==> src/rtl/sdram_seq_pkg.sv <==
package sdram_seq_pkg;
  typedef enum logic [3:0] {
    CMD_NOP = 4'b0111,
    CMD_ACT = 4'b0011,
    CMD_RD  = 4'b0101,
    CMD_WR  = 4'b0100,
    CMD_PRE = 4'b0010,
    CMD_REF = 4'b0001
  } sdram_cmd_e;

  typedef enum logic [1:0] {
    ST_IDLE,
    ST_ACT,
    ST_RW,
    ST_REF
  } seq_state_e;
endpackage

==> src/rtl/sdram_gap_timer.sv <==
module sdram_gap_timer #(
  parameter int W = 4
) (
  input  logic         clk,
  input  logic         rst_n,
  input  logic         load,
  input  logic [W-1:0] load_val,
  output logic         expired
);
  logic [W-1:0] cnt;

  always_ff @(posedge clk) begin
    if (!rst_n)          cnt <= '0;
    else if (load)       cnt <= load_val;
    else if (cnt != '0)  cnt <= cnt - 1'b1;
  end

  assign expired = (cnt == '0);
endmodule

==> src/rtl/sdram_bank_table.sv <==
module sdram_bank_table #(
  parameter int BANK_W = 2,
  parameter int ROW_W  = 13
) (
  input  logic              clk,
  input  logic              rst_n,
  input  logic [BANK_W-1:0] q_bank,
  input  logic [ROW_W-1:0]  q_row,
  output logic              q_open,
  output logic              q_hit,
  output logic              any_open,
  input  logic              set_en,
  input  logic [BANK_W-1:0] set_bank,
  input  logic [ROW_W-1:0]  set_row,
  input  logic              clr_en,
  input  logic [BANK_W-1:0] clr_bank,
  input  logic              clr_all
);
  localparam int NBANK = 1 << BANK_W;

  logic [NBANK-1:0] open_v;
  logic [ROW_W-1:0] row_v [NBANK];

  for (genvar b = 0; b < NBANK; b++) begin : g_bank
    always_ff @(posedge clk) begin
      if (!rst_n) begin
        open_v[b] <= 1'b0;
        row_v[b]  <= '0;
      end else if (clr_all || (clr_en && clr_bank == BANK_W'(b))) begin
        open_v[b] <= 1'b0;
      end else if (set_en && set_bank == BANK_W'(b)) begin
        open_v[b] <= 1'b1;
        row_v[b]  <= set_row;
      end
    end
  end

  assign q_open   = open_v[q_bank];
  assign q_hit    = open_v[q_bank] && (row_v[q_bank] == q_row);
  assign any_open = |open_v;
endmodule

==> src/rtl/sdram_cmd_seq.sv <==
module sdram_cmd_seq
  import sdram_seq_pkg::*;
#(
  parameter int ROW_W  = 13,
  parameter int BANK_W = 2,
  parameter int COL_W  = 10,
  parameter int T_RCD  = 3,
  parameter int T_RP   = 3,
  parameter int T_RFC  = 10,
  localparam int ADDR_W = ROW_W + BANK_W + COL_W
) (
  input  logic              clk,
  input  logic              rst_n,
  input  logic              req_valid,
  output logic              req_ready,
  input  logic              req_write,
  input  logic [ADDR_W-1:0] req_addr,
  input  logic [1:0]        cfg_burst_len,
  input  logic              cfg_auto_pre,
  input  logic              ref_req,
  output logic              ref_ack,
  output logic              cmd_cs_n,
  output logic              cmd_ras_n,
  output logic              cmd_cas_n,
  output logic              cmd_we_n,
  output logic [BANK_W-1:0] cmd_ba,
  output logic [ROW_W-1:0]  cmd_a
);
  localparam int AP_BIT = 10;
  localparam int MAXG_A = (T_RFC > T_RCD) ? T_RFC : T_RCD;
  localparam int MAXG   = (MAXG_A > T_RP + 4) ? MAXG_A : T_RP + 4;
  localparam int GAP_W  = $clog2(MAXG + 1);

  seq_state_e        state, n_state;
  sdram_cmd_e        cmd_q, n_cmd;
  logic [BANK_W-1:0] n_ba;
  logic [ROW_W-1:0]  n_a;
  logic              n_ack;

  logic              p_write, p_ap;
  logic [1:0]        p_bl;
  logic [BANK_W-1:0] p_bank;
  logic [ROW_W-1:0]  p_row;
  logic [COL_W-1:0]  p_col;

  logic              sel_write, sel_ap;
  logic [1:0]        sel_bl;
  logic [BANK_W-1:0] sel_bank;
  logic [ROW_W-1:0]  sel_row;
  logic [COL_W-1:0]  sel_col;
  logic [GAP_W-1:0]  bl_half;

  logic              take, gap_ld, gap_zero;
  logic [GAP_W-1:0]  gap_val;
  logic              t_open, t_hit, t_any;
  logic              set_en, clr_en, clr_all;

  // In idle the live inputs are decoded; otherwise the latched request.
  assign sel_write = (state == ST_IDLE) ? req_write : p_write;
  assign sel_ap    = (state == ST_IDLE) ? cfg_auto_pre : p_ap;
  assign sel_bl    = (state == ST_IDLE) ? cfg_burst_len : p_bl;
  assign sel_col   = (state == ST_IDLE) ? req_addr[COL_W-1:0] : p_col;
  assign sel_bank  = (state == ST_IDLE) ? req_addr[COL_W +: BANK_W] : p_bank;
  assign sel_row   = (state == ST_IDLE) ? req_addr[COL_W+BANK_W +: ROW_W] : p_row;
  assign bl_half   = (sel_bl == 2'd3) ? GAP_W'(4) : (sel_bl == 2'd2) ? GAP_W'(2) : GAP_W'(1);

  assign req_ready = (state == ST_IDLE) && gap_zero && !ref_req;

  sdram_bank_table #(.BANK_W(BANK_W), .ROW_W(ROW_W)) u_table (
    .clk(clk), .rst_n(rst_n),
    .q_bank(sel_bank), .q_row(sel_row),
    .q_open(t_open), .q_hit(t_hit), .any_open(t_any),
    .set_en(set_en), .set_bank(sel_bank), .set_row(sel_row),
    .clr_en(clr_en), .clr_bank(sel_bank), .clr_all(clr_all)
  );

  sdram_gap_timer #(.W(GAP_W)) u_gap (
    .clk(clk), .rst_n(rst_n),
    .load(gap_ld), .load_val(gap_val), .expired(gap_zero)
  );

  always_comb begin
    n_state = state;
    n_cmd   = CMD_NOP;
    n_ba    = '0;
    n_a     = '0;
    n_ack   = 1'b0;
    take    = 1'b0;
    gap_ld  = 1'b0;
    gap_val = '0;
    set_en  = 1'b0;
    clr_en  = 1'b0;
    clr_all = 1'b0;
    if (gap_zero) begin
      unique case (state)
        ST_IDLE: begin
          if (ref_req) begin
            gap_ld = 1'b1;
            if (t_any) begin
              n_cmd       = CMD_PRE;
              n_a[AP_BIT] = 1'b1;
              clr_all     = 1'b1;
              gap_val     = GAP_W'(T_RP - 1);
              n_state     = ST_REF;
            end else begin
              n_cmd   = CMD_REF;
              n_ack   = 1'b1;
              gap_val = GAP_W'(T_RFC - 1);
            end
          end else if (req_valid) begin
            take   = 1'b1;
            gap_ld = 1'b1;
            n_ba   = sel_bank;
            if (t_hit) begin
              n_state = ST_RW;
              gap_ld  = 1'b0;
            end else if (t_open) begin
              n_cmd   = CMD_PRE;
              clr_en  = 1'b1;
              gap_val = GAP_W'(T_RP - 1);
              n_state = ST_ACT;
            end else begin
              n_cmd   = CMD_ACT;
              n_a     = sel_row;
              set_en  = 1'b1;
              gap_val = GAP_W'(T_RCD - 1);
              n_state = ST_RW;
            end
          end
        end
        ST_ACT: begin
          n_cmd   = CMD_ACT;
          n_ba    = sel_bank;
          n_a     = sel_row;
          set_en  = 1'b1;
          gap_ld  = 1'b1;
          gap_val = GAP_W'(T_RCD - 1);
          n_state = ST_RW;
        end
        ST_REF: begin
          n_cmd   = CMD_REF;
          n_ack   = 1'b1;
          gap_ld  = 1'b1;
          gap_val = GAP_W'(T_RFC - 1);
          n_state = ST_IDLE;
        end
        default: ;
      endcase
      // Column command: from ST_RW, or directly on a row hit in idle.
      if (n_state == ST_RW && (state == ST_RW || (take && t_hit))) begin
        n_cmd              = sel_write ? CMD_WR : CMD_RD;
        n_ba               = sel_bank;
        n_a                = '0;
        n_a[COL_W-1:0]     = sel_col;
        n_a[AP_BIT]        = sel_ap;
        clr_en             = sel_ap;
        gap_ld             = 1'b1;
        gap_val            = sel_ap ? bl_half + GAP_W'(T_RP - 1) : bl_half;
        n_state            = ST_IDLE;
      end
    end
  end

  always_ff @(posedge clk) begin
    if (!rst_n) begin
      state   <= ST_IDLE;
      cmd_q   <= CMD_NOP;
      cmd_ba  <= '0;
      cmd_a   <= '0;
      ref_ack <= 1'b0;
      p_write <= 1'b0;
      p_ap    <= 1'b0;
      p_bl    <= '0;
      p_bank  <= '0;
      p_row   <= '0;
      p_col   <= '0;
    end else begin
      state   <= n_state;
      cmd_q   <= n_cmd;
      cmd_ba  <= n_ba;
      cmd_a   <= n_a;
      ref_ack <= n_ack;
      if (take) begin
        p_write <= sel_write;
        p_ap    <= sel_ap;
        p_bl    <= sel_bl;
        p_bank  <= sel_bank;
        p_row   <= sel_row;
        p_col   <= sel_col;
      end
    end
  end

  assign {cmd_cs_n, cmd_ras_n, cmd_cas_n, cmd_we_n} = cmd_q;
endmodule

==> config.mk <==
export PLATFORM = sky130hd
export DESIGN_NAME = sdram_cmd_seq
export DESIGN_NICKNAME = d
export VERILOG_FILES = /design/src/rtl/sdram_seq_pkg.sv /design/src/rtl/sdram_gap_timer.sv /design/src/rtl/sdram_bank_table.sv /design/src/rtl/sdram_cmd_seq.sv
export SDC_FILE = /design/constraint.sdc
export NUM_CORES = 1
export LEC_CHECK = 0
export ABC_AREA = 1
export CELL_PAD_IN_SITES_DETAIL_PLACEMENT = 1
export CELL_PAD_IN_SITES_GLOBAL_PLACEMENT = 1
export CORE_MARGIN = 2
export CORE_UTILIZATION = 46
export DETAILED_ROUTE_END_ITERATION = 6
export PLACE_DENSITY = 0.88
export SLEW_MARGIN = 40
export SYNTH_ARGS = -nofsm -noshare
export SYNTH_HDL_FRONTEND = slang
export SYNTH_SLANG_ARGS = --single-unit
==> constraint.sdc <==
create_clock -name clk -period 7.7 [get_ports clk]
set_input_delay 1.54 -clock clk [delete_from_list [all_inputs] [get_ports clk]]
set_output_delay 1.54 -clock clk [all_outputs]
set_load 0.03 [all_outputs]
* Yosys cells after proc, flatten, opt, wreduce, memory -nomap -nowiden
Memories as Yosys holds them, arrays and structs flattened. Cells that the tools add are included.
Cells by class: add/subtract/negate cells 2, order comparisons 1, equality and inequality tests 10, muxes and demuxes 100, bitwise logic cells 6, reduce and logical (&&, ||, !) cells 32
Operator list (count):
- 2-to-1 mux 13 bit | 8
- 2-to-1 mux 1 bit | 51
- 2-to-1 mux 4 bit | 9
- 2-to-1 mux 2 bit | 17
- one-hot mux 13 bit (2 select lines) | 1
- one-hot mux 4 bit (3 select lines) | 2
- 2-to-1 mux 10 bit | 2
- == test 2 bit (second input constant) | 7
- == test 13 bit | 1
- logical AND 1 bit | 13
- 2-to-1 mux 11 bit | 1
- OR reduction 2 bit | 5
- 2-to-1 mux 3 bit | 3
- one-hot mux 1 bit (2 select lines) | 3
- one-hot mux 2 bit (3 select lines) | 1
- logical OR 1 bit | 5
- adder 3 x 2 -> 4 bit (second input constant) | 1
- == test 2 x 1 -> 1 bit (second input constant) | 2
- logical NOT 2 bit | 2
- logical NOT 4 bit | 1
- bitwise OR 1 bit | 4
- one-hot mux 2 bit (2 select lines) | 1
- nonzero test 4 bit | 1
- OR reduction 4 bit | 1
- other kinds (8) | 9
Word-level totals: bits in registers 59, memory bits (writable) 52, input port bits 33, output and inout bits 21, logic and storage cells 169, memories 1
Memory list:
- u_table.row_v | depth 4, width 13, read ports 1, clocked after Yosys merged registers in 0, write ports 4, RTL line sdram_bank_table.sv:22 | logic [ROW_W-1:0] row_v [NBANK];

* Longest topological paths before layout
Gate-level depths: netlist of the first run.
depth in word-level cells 20, gate-level depth with buffers 28, depth with buffers taken out 27

* Hierarchy
From an unflattened synthesis of the first run, not the netlist that was laid out.
Second synthesis, totals: cells, all modules 731, area total of the unflattened synthesis 5635.4 um^2
Modules (own cells, without submodules):
- sdram_bank_table | times used 1, cells an instance 333, area each 2827.7 um^2, seq. area each 1641.6 um^2
- sdram_cmd_seq | times used 1, cells an instance 358, area each 2560.0 um^2, seq. area each 1001.0 um^2
- sdram_gap_timer | times used 1, cells an instance 40, area each 247.7 um^2, seq. area each 80.1 um^2

* Worst setup path after synthesis of the first run
OpenSTA, ideal clock, no wires.
path type in2reg, from in req_addr[11], to mem u_table.row_v[2][0] (enable), setup time 0.401 ns, data arrival time 4.203 ns, required time 7.299 ns, setup slack 3.096 ns, cell stages on the path 20, buffers on the path 1, path through nand2_1 -> o21ai_2 -> inv_2 -> buf_2 -> nand2_1 -> nand2_1 -> nand2_1 -> nand2_1 -> nand3_1 -> nor2_1 -> nand3_1 -> o21bai_1 -> inv_2 -> nor2_4 -> nand2_4 -> nand2_2 -> nand2_4 -> nand3_2 -> nand2_1 -> o21ai_0
RTL lines:
- start, declared | RTL line sdram_cmd_seq.sv:17 | input logic [ADDR_W-1:0] req_addr,
- end, declared | RTL line sdram_bank_table.sv:22

==> impl_metrics.yaml, run 1 <==
status:
  status: "finished clean"
cells_and_area:
  nets: 762
  multi_input_area_mm2: 0.00239
  insertedDiodeCount: 0
  drive_above_1_share_pct: 7.83
  seqCellArea_mm2: 0.00272
  fillCellCount: 1395
  area_delta_synth_final_pct: 16.8
route:
  wl_met3_um: 807
  drt_iter0_drc: 257
  routed_via_density: 5.64
  drtAntennaViolNets: 0
  drc: 0
  wl_mm: 16.5
  avgRoutedWirePerCell_um: 19.0
  met1Wirelength_mm: 7.37
  top_layer_used: "met4"
  wl_met2_mm: 7.94
  vias: 4909
  dr.pass1.iters: 4
clock_tree:
  postCtsResizedCells: 0
  ctsHtreeMaxLevel: 3
  clock_latency_ns: 0.37
  root_buffer: "clkbuf_16"
  cts.clk_slew.worst_paths_ns: 0.08
  clk_path_buf_depth: 2
  cts_tree: "done"
  cts_setup_buffers: 0
  cts_sinks: 110
  cts_buffers: 9
  hold_buffers: 0
grt:
  grt_pass1_vias: 5178
  grt_max_degree: 41
  grt-ovfl-total: 0
  grt_usage_pct: 27.2
  grt_pass1_wl_mm: 27.2
  grt_antenna_before_repair: 0
placement:
  place_hpwl_mm: 11.8
  gp_congestion: 0.885
  post-place-ws_ns: 2.25
  port_buffers: 52
setup_path:
  end_kind: "flip-flop"
  cp_max_fo: 17
  criticalPathCategory: "input pin to flip-flop"
  cp_data_arrival_time_ns: 5.15
  cp-start-kind: "input pin"
  critical_path_required_ns: 7.69
power:
  cellLeakagePower_nw: 2.77
  p_comb_share_pct: 41.2
  peakVddDrop_v: 0.000185
  power.density_cell_area_mw_per_mm2: 339
  swShare_pct: 41.4
  p_sw_mw: 0.903
  clkPwrFrac_pct: 23.6
  seqPwrFrac_pct: 35.2
  p_int_mw: 1.28
logic_synthesis:
  synthArstFlopShare_pct: 0
  ys_types: 40
  syn_area_mm2: 0.00551
  ys_seq_area_share_pct: 49.4
  ys_warn_count: 0
  synth_edf_count: 52
  syn_inst: 686
  synth_fp_nets: 725
  ys_ff_latch: 110
  synth.avg_cell_area_um2: 8.03
  synth-main-ff-cell: "dfxtp_1"
floorplan:
  row_count: 39
  core_mm2: 0.0116
  die_x_um: 113
  start_util_pct: 47.6
  fp.dieH_um: 113
  io-pin-count: 54
  die_area_mm2: 0.0129
timing:
  rsz0062_at_grt: "false"
  max_clock_freq_ghz: 0.194
  setup_viol: 0
  tns_ns: 0
  period_share_pct: 67.0
  fin_worst_skew_ns: 0.00977
  relSlewSlack_pct: 46.3
  hold_viol_final: 0
  worstMarginPinSlew_ns: 0.806
  fin_crit_ns: 5.16
  maxSlewViolCount: 0
  layout_setup_ws_ns: 2.54
flow_run:
  maxCapViolCount: 0
worst_hold_path:
  hold_path.class: "flip-flop to flip-flop"
[routing by layer]
| layer | vias to the layer above | global-route usage (%) |
|---|---|---|
| li1 | 2338 | - |
| met1 | 2410 | 36.0 |
| met2 | 128 | 45.1 |
| met3 | 33 | 4.46 |
| met4 | 0 | 10.3 |
| met5 | - | 0 |
[power groups by stage]
stage	Clock, mW	Combinational (mW)	Sequential [mW]
floorplan	0	0.576	0.808
global placement	0	0.833	0.773
detailed placement	0	0.881	0.778
CTS	0.519	0.894	0.768
global route	0.543	0.993	0.778
finish	0.515	0.899	0.768
[stage by stage]
step	util, %	cell area (um2)	power (mW)	instances	hold WS, ns
after global routing	55.6	6430	2.31	871	0.530
final	55.6	6430	2.18	871	0.503
after CTS	55.6	6430	2.18	871	0.502
after detailed placement	52.8	6100	1.66	855	0.491
after global placement	52.4	6060	1.61	853	0.475
after floorplan	-	5510	1.38	686	0.468
[cells by family after synthesis]
logic type / count (synthesis) / synth area share, %
and+or+nand+nor: 345 / 26.8
AOI/OAI and AO/OA: 116 / 12.3
DFF: 110 / 49.4
buffers and inverters: 95 / 7.68
muxes: 12 / 2.18
adders and majority gates: 6 / 1.36
other: 1 / 0.0681
xor gates and xnor gates: 1 / 0.159
[registers in the layout, summed over array words and instances (netlist names)]
| signal | count |
|---|---|
| u_table.open_v | 4 |
| cmd_ba | 2 |
| p_bl | 2 |
| p_bank | 2 |
| p_write | 1 |
| u_table.row_v | 52 |
| p_ap | 1 |
| cmd_q | 3 |
| u_gap.cnt | 4 |
| p_col | 10 |
| p_row | 13 |
| cmd_a | 13 |
| state | 2 |
| ref_ack | 1 |
[cells in the final DEF (no fill, tap or decap), types with 6 or more instances in the layout]
cell type | synthesis | layout
a211oi_1 | 26 | 26
a21oi_1 | 32 | 32
clkbuf_16 | 0 | 10
clkdlybuf4s50_1 | 0 | 52
dfxtp_1 | 58 | 58
edfxtp_1 | 52 | 52
inv_1 | 55 | 55
inv_2 | 6 | 6
mux2i_1 | 12 | 12
nand2_1 | 186 | 186
nand3_1 | 35 | 35
nor2_1 | 95 | 94
o21ai_0 | 36 | 32
o21ai_1 | 8 | 8
[worst paths after layout]
| kind | startpoint | end | slack, ns | cells past startpoint |
|---|---|---|---|---|
| worst max-delay path | req_addr[11] | u_table.row_v[2][11]$_SDFFCE_PN0P_ | 2.54 | 21 |
| worst min-delay path | p_col[2]$_SDFFE_PN0P_ | p_col[2]$_SDFFE_PN0P_ | 0.50 | 2 |
| worst max register to register | state[0]$_SDFFE_PN0P_ | u_table.row_v[2][11]$_SDFFCE_PN0P_ | 2.73 | 23 |
| worst min register to register | p_col[2]$_SDFFE_PN0P_ | p_col[2]$_SDFFE_PN0P_ | 0.50 | 2 |
[layout make-up]
class                      count  area share, %
tap                          143           2.78
clock inverter                 3          0.739
multi-input combinational    481           37.1
sequential                   110           42.3
timing repair buffer          58           9.02
inverter                      63           3.68
clock buffer                  13           4.38
[cells in the mapped netlist (11+ instances only)]
library cell | count | area share, %
nor2_1 | 95 | 6.5
a211oi_1 | 26 | 3.5
dfxtp_1 | 58 | 21
nand3_1 | 35 | 3.2
mux2i_1 | 12 | 2.2
inv_1 | 55 | 3.7
a21oi_1 | 32 | 2.9
nand2_1 | 186 | 13
o21ai_0 | 36 | 3.3
edfxtp_1 | 52 | 28
clkbuf_1 | 11 | 0.75
[critical path, stage by stage]
cell and delay [ns]:
clkdlybuf4s50_1 0.46, nand2_1 0.06, o21ai_2 0.30, inv_2 0.31, nand2_1 0.17, nand2_1 0.06
nand2_1 0.06, nand2_1 0.07, nor2_1 0.12, nand2_1 0.08, nor2_1 0.15, nand2_1 0.11
nand3_2 0.10, nand2_1 0.10, a21oi_2 0.27, nand2_4 0.14, nand2_2 0.10, nand2_4 0.07
nand3_2 0.09, nand2_1 0.09, o21ai_2 0.65
Note: power is estimated with default switching activity, not from simulation.
==> run 2, diff against run 1 <==
--- a/config.mk
+++ b/config.mk
@@ -9,9 +9,9 @@
 export CELL_PAD_IN_SITES_DETAIL_PLACEMENT = 1
 export CELL_PAD_IN_SITES_GLOBAL_PLACEMENT = 1
 export CORE_MARGIN = 2
-export CORE_UTILIZATION = 46
+export CORE_UTILIZATION = 43
 export DETAILED_ROUTE_END_ITERATION = 6
-export PLACE_DENSITY = 0.88
+export PLACE_DENSITY = 0.83
 export SLEW_MARGIN = 40
 export SYNTH_ARGS = -nofsm -noshare
 export SYNTH_HDL_FRONTEND = slang
==> constraint.sdc (replaced) <==
create_clock -name clk -period 5.1 [get_ports clk]
set_input_delay 1.02 -clock clk [delete_from_list [all_inputs] [get_ports clk]]
set_output_delay 1.02 -clock clk [all_outputs]
set_load 0.03 [all_outputs]
==> run 2 against run 1 <==
Compared with the run above: final cell count rose by 3.9%; power is 49% higher; first-iteration DRC count grew 7.4%; routed wire length decreased by 2.3%; largest power group unchanged; highest routed layer unchanged; clock skew fell by 0.00070 ns; count of clock-buffer cells in the layout is 3 lower; critical path depth rose by 4; largest cell class unchanged; critical endpoint is now u_table.row_v[3][11]$_SDFFCE_PN0P_.
==> impl_metrics.yaml, run 2 (synthesis gave the netlist of run 1 again) <==
route:
  avgRoutedWirePerCell_um: 17.9
  dr.pass1.iters: 4
  met1Wirelength_mm: 7.26
  drc: 0
  wl_met2_mm: 7.70
  top_layer_used: "met4"
  routed_via_density: 5.36
  wl_met3_um: 847
  vias: 4850
  wl_mm: 16.2
  drt_iter0_drc: 276
  drtAntennaViolNets: 0
grt:
  grt_antenna_before_repair: 0
  grt_pass1_wl_mm: 26.2
  grt_pass1_vias: 5088
  grt-ovfl-total: 0
  grt_usage_pct: 25.3
  grt_max_degree: 31
cells_and_area:
  nets: 767
  mostFrequentLayoutCells: "nand2_1, nor2_1, dfxtp_1, inv_1"
  fillCellCount: 1499
  area_delta_synth_final_pct: 17.3
  largest_reg_flops: 52
  drive_above_1_share_pct: 7.78
  top_regs: "u_table.row_v x52, cmd_a x13, p_row x13"
  insertedDiodeCount: 0
  final_area_mm2: 0.00646
  top_register: "u_table.row_v"
  mostFrequentLayoutCell: "nand2_1"
floorplan:
  row_count: 41
  die_area_mm2: 0.0137
  core_mm2: 0.0126
  start_util_pct: 43.8
  fp.dieH_um: 117
  die_x_um: 117
  io-pin-count: 54
clock_tree:
  hold_buffers: 0
  cts_sinks: 110
  ctsHtreeMaxLevel: 3
  cts_buffers: 9
  clock_latency_ns: 0.36
  cts.clk_slew.worst_paths_ns: 0.07
  postCtsResizedCells: 0
  cts_tree: "done"
  root_buffer: "clkbuf_16"
  clk_path_buf_depth: 2
  cts_setup_buffers: 0
placement:
  gp_congestion: 0.874
  place_area_mm2: 0.00616
  place_hpwl_mm: 12.2
  port_buffers: 52
timing:
  worstMarginPinSlew_ns: 0.721
  fin_crit_ns: 4.40
  hold_viol_final: 0
  maxSlewViolCount: 0
  setup_viol: 0
  rsz0062_at_grt: "false"
  tns_ns: 0
  relSlewSlack_pct: 51.9
  fin_worst_skew_ns: 0.00906
  period_share_pct: 86.3
  max_clock_freq_ghz: 0.227
setup_path:
  r2r-start: "state[0]$_SDFFE_PN0P_"
  critPathLaunch: "state[0]$_SDFFE_PN0P_"
  reg2reg_slack_ns: 0.70
  endpoint: "u_table.row_v[3][11]$_SDFFCE_PN0P_"
  reg2reg_to: "u_table.row_v[3][11]$_SDFFCE_PN0P_"
  cp-start-kind: "flip-flop"
  critical_path_required_ns: 5.16
  cp_max_fo: 22
  rr_worst_depth: 25
  end_kind: "flip-flop"
  criticalPathCategory: "flip-flop to flip-flop"
  cp_data_arrival_time_ns: 4.46
power:
  peakVddDrop_v: 0.000301
  cellLeakagePower_nw: 2.77
  power.density_cell_area_mw_per_mm2: 503
status:
  status: "finished clean"
flow_run:
  maxCapViolCount: 0
worst_hold_path:
  hold_path.class: "flip-flop to flip-flop"
==> run 2: cell type report <==
class	instances	area [um2]	area share [%]
inverters	63	236	3.66
repair buffers	63	614	9.51
flip-flops and latches	110	2720	42.2
multi-input cells	481	2370	36.7
clock inverters	6	68.8	1.07
clock buffers	10	229	3.55
well taps	172	215	3.33
==> run 2: how the worst min path moves through the flow <==
stage                                startpoint                     to  cells past startpoint
after global routing      p_col[3]$_SDFFE_PN0P_  p_col[3]$_SDFFE_PN0P_                      2
final                      p_bl[1]$_SDFFE_PN0P_   p_bl[1]$_SDFFE_PN0P_                      2
after detailed placement  p_col[7]$_SDFFE_PN0P_  p_col[7]$_SDFFE_PN0P_                      2
after CTS                  p_bl[1]$_SDFFE_PN0P_   p_bl[1]$_SDFFE_PN0P_                      2
after global placement     p_bl[1]$_SDFFE_PN0P_   p_bl[1]$_SDFFE_PN0P_                      2
after floorplan               p_ap$_SDFFE_PN0P_      p_ap$_SDFFE_PN0P_                      2
==> run 2: report_power, final <==
part | switching, mW | internal [mW]
clock | 0.340 | 0.385
combinational | 0.950 | 0.413
sequential | 0.0689 | 1.09
==> run 2: critical path, cell delays in order, from the launching register on <==
cell     delay [ns]
dfxtp_1        0.37
inv_1          0.18
ha_2           0.52
inv_2          0.26
nand2_1        0.17
nand2_2        0.29
nand2_1        0.15
nand2_1        0.15
nand2_1        0.13
nand2_1        0.07
nand2_1        0.06
nand2_1        0.07
inv_2          0.06
nand2_1        0.05
nor2_1         0.18
nand2_1        0.12
nand3_2        0.10
nand2_1        0.08
a21oi_2        0.24
nand2_4        0.13
nand2_2        0.10
nand2_4        0.07
nand3_2        0.08
nand2_1        0.08
o21ai_1        0.14
buf_4          0.24
==> run 2: through the flow <==
stage | total power [mW] | hold slack (ns) | setup slack, ns | util, % | cells
2_1_floorplan | 2.09 | 0.468 | 1.02 | - | 686
5_1_grt | 3.45 | 0.537 | 0.315 | 51.4 | 905
3_3_place_gp | 2.45 | 0.476 | 0.594 | 48.8 | 887
4_1_cts | 3.26 | 0.502 | 0.702 | 51.4 | 905
3_5_place_dp | 2.53 | 0.495 | 0.512 | 49.0 | 889
6_report | 3.25 | 0.500 | 0.698 | 51.4 | 905
==> run 2: layer usage <==
metal / vias to the layer above / track usage [%]
met5: - / 0
met1: 2360 / 33.7
li1: 2346 / -
met2: 123 / 40.7
met3: 21 / 4.33
met4: 0 / 11.0
==> run 3, diff against run 2 <==
--- a/config.mk
+++ b/config.mk
@@ -11,6 +11,7 @@
 export CORE_MARGIN = 2
 export CORE_UTILIZATION = 43
 export DETAILED_ROUTE_END_ITERATION = 6
+export HOLD_SLACK_MARGIN = 0.06
 export PLACE_DENSITY = 0.83
 export SLEW_MARGIN = 40
 export SYNTH_ARGS = -nofsm -noshare
==> results of run 3 <==
Same layout as run 2: the final DEF is identical, and so are final timing and power.
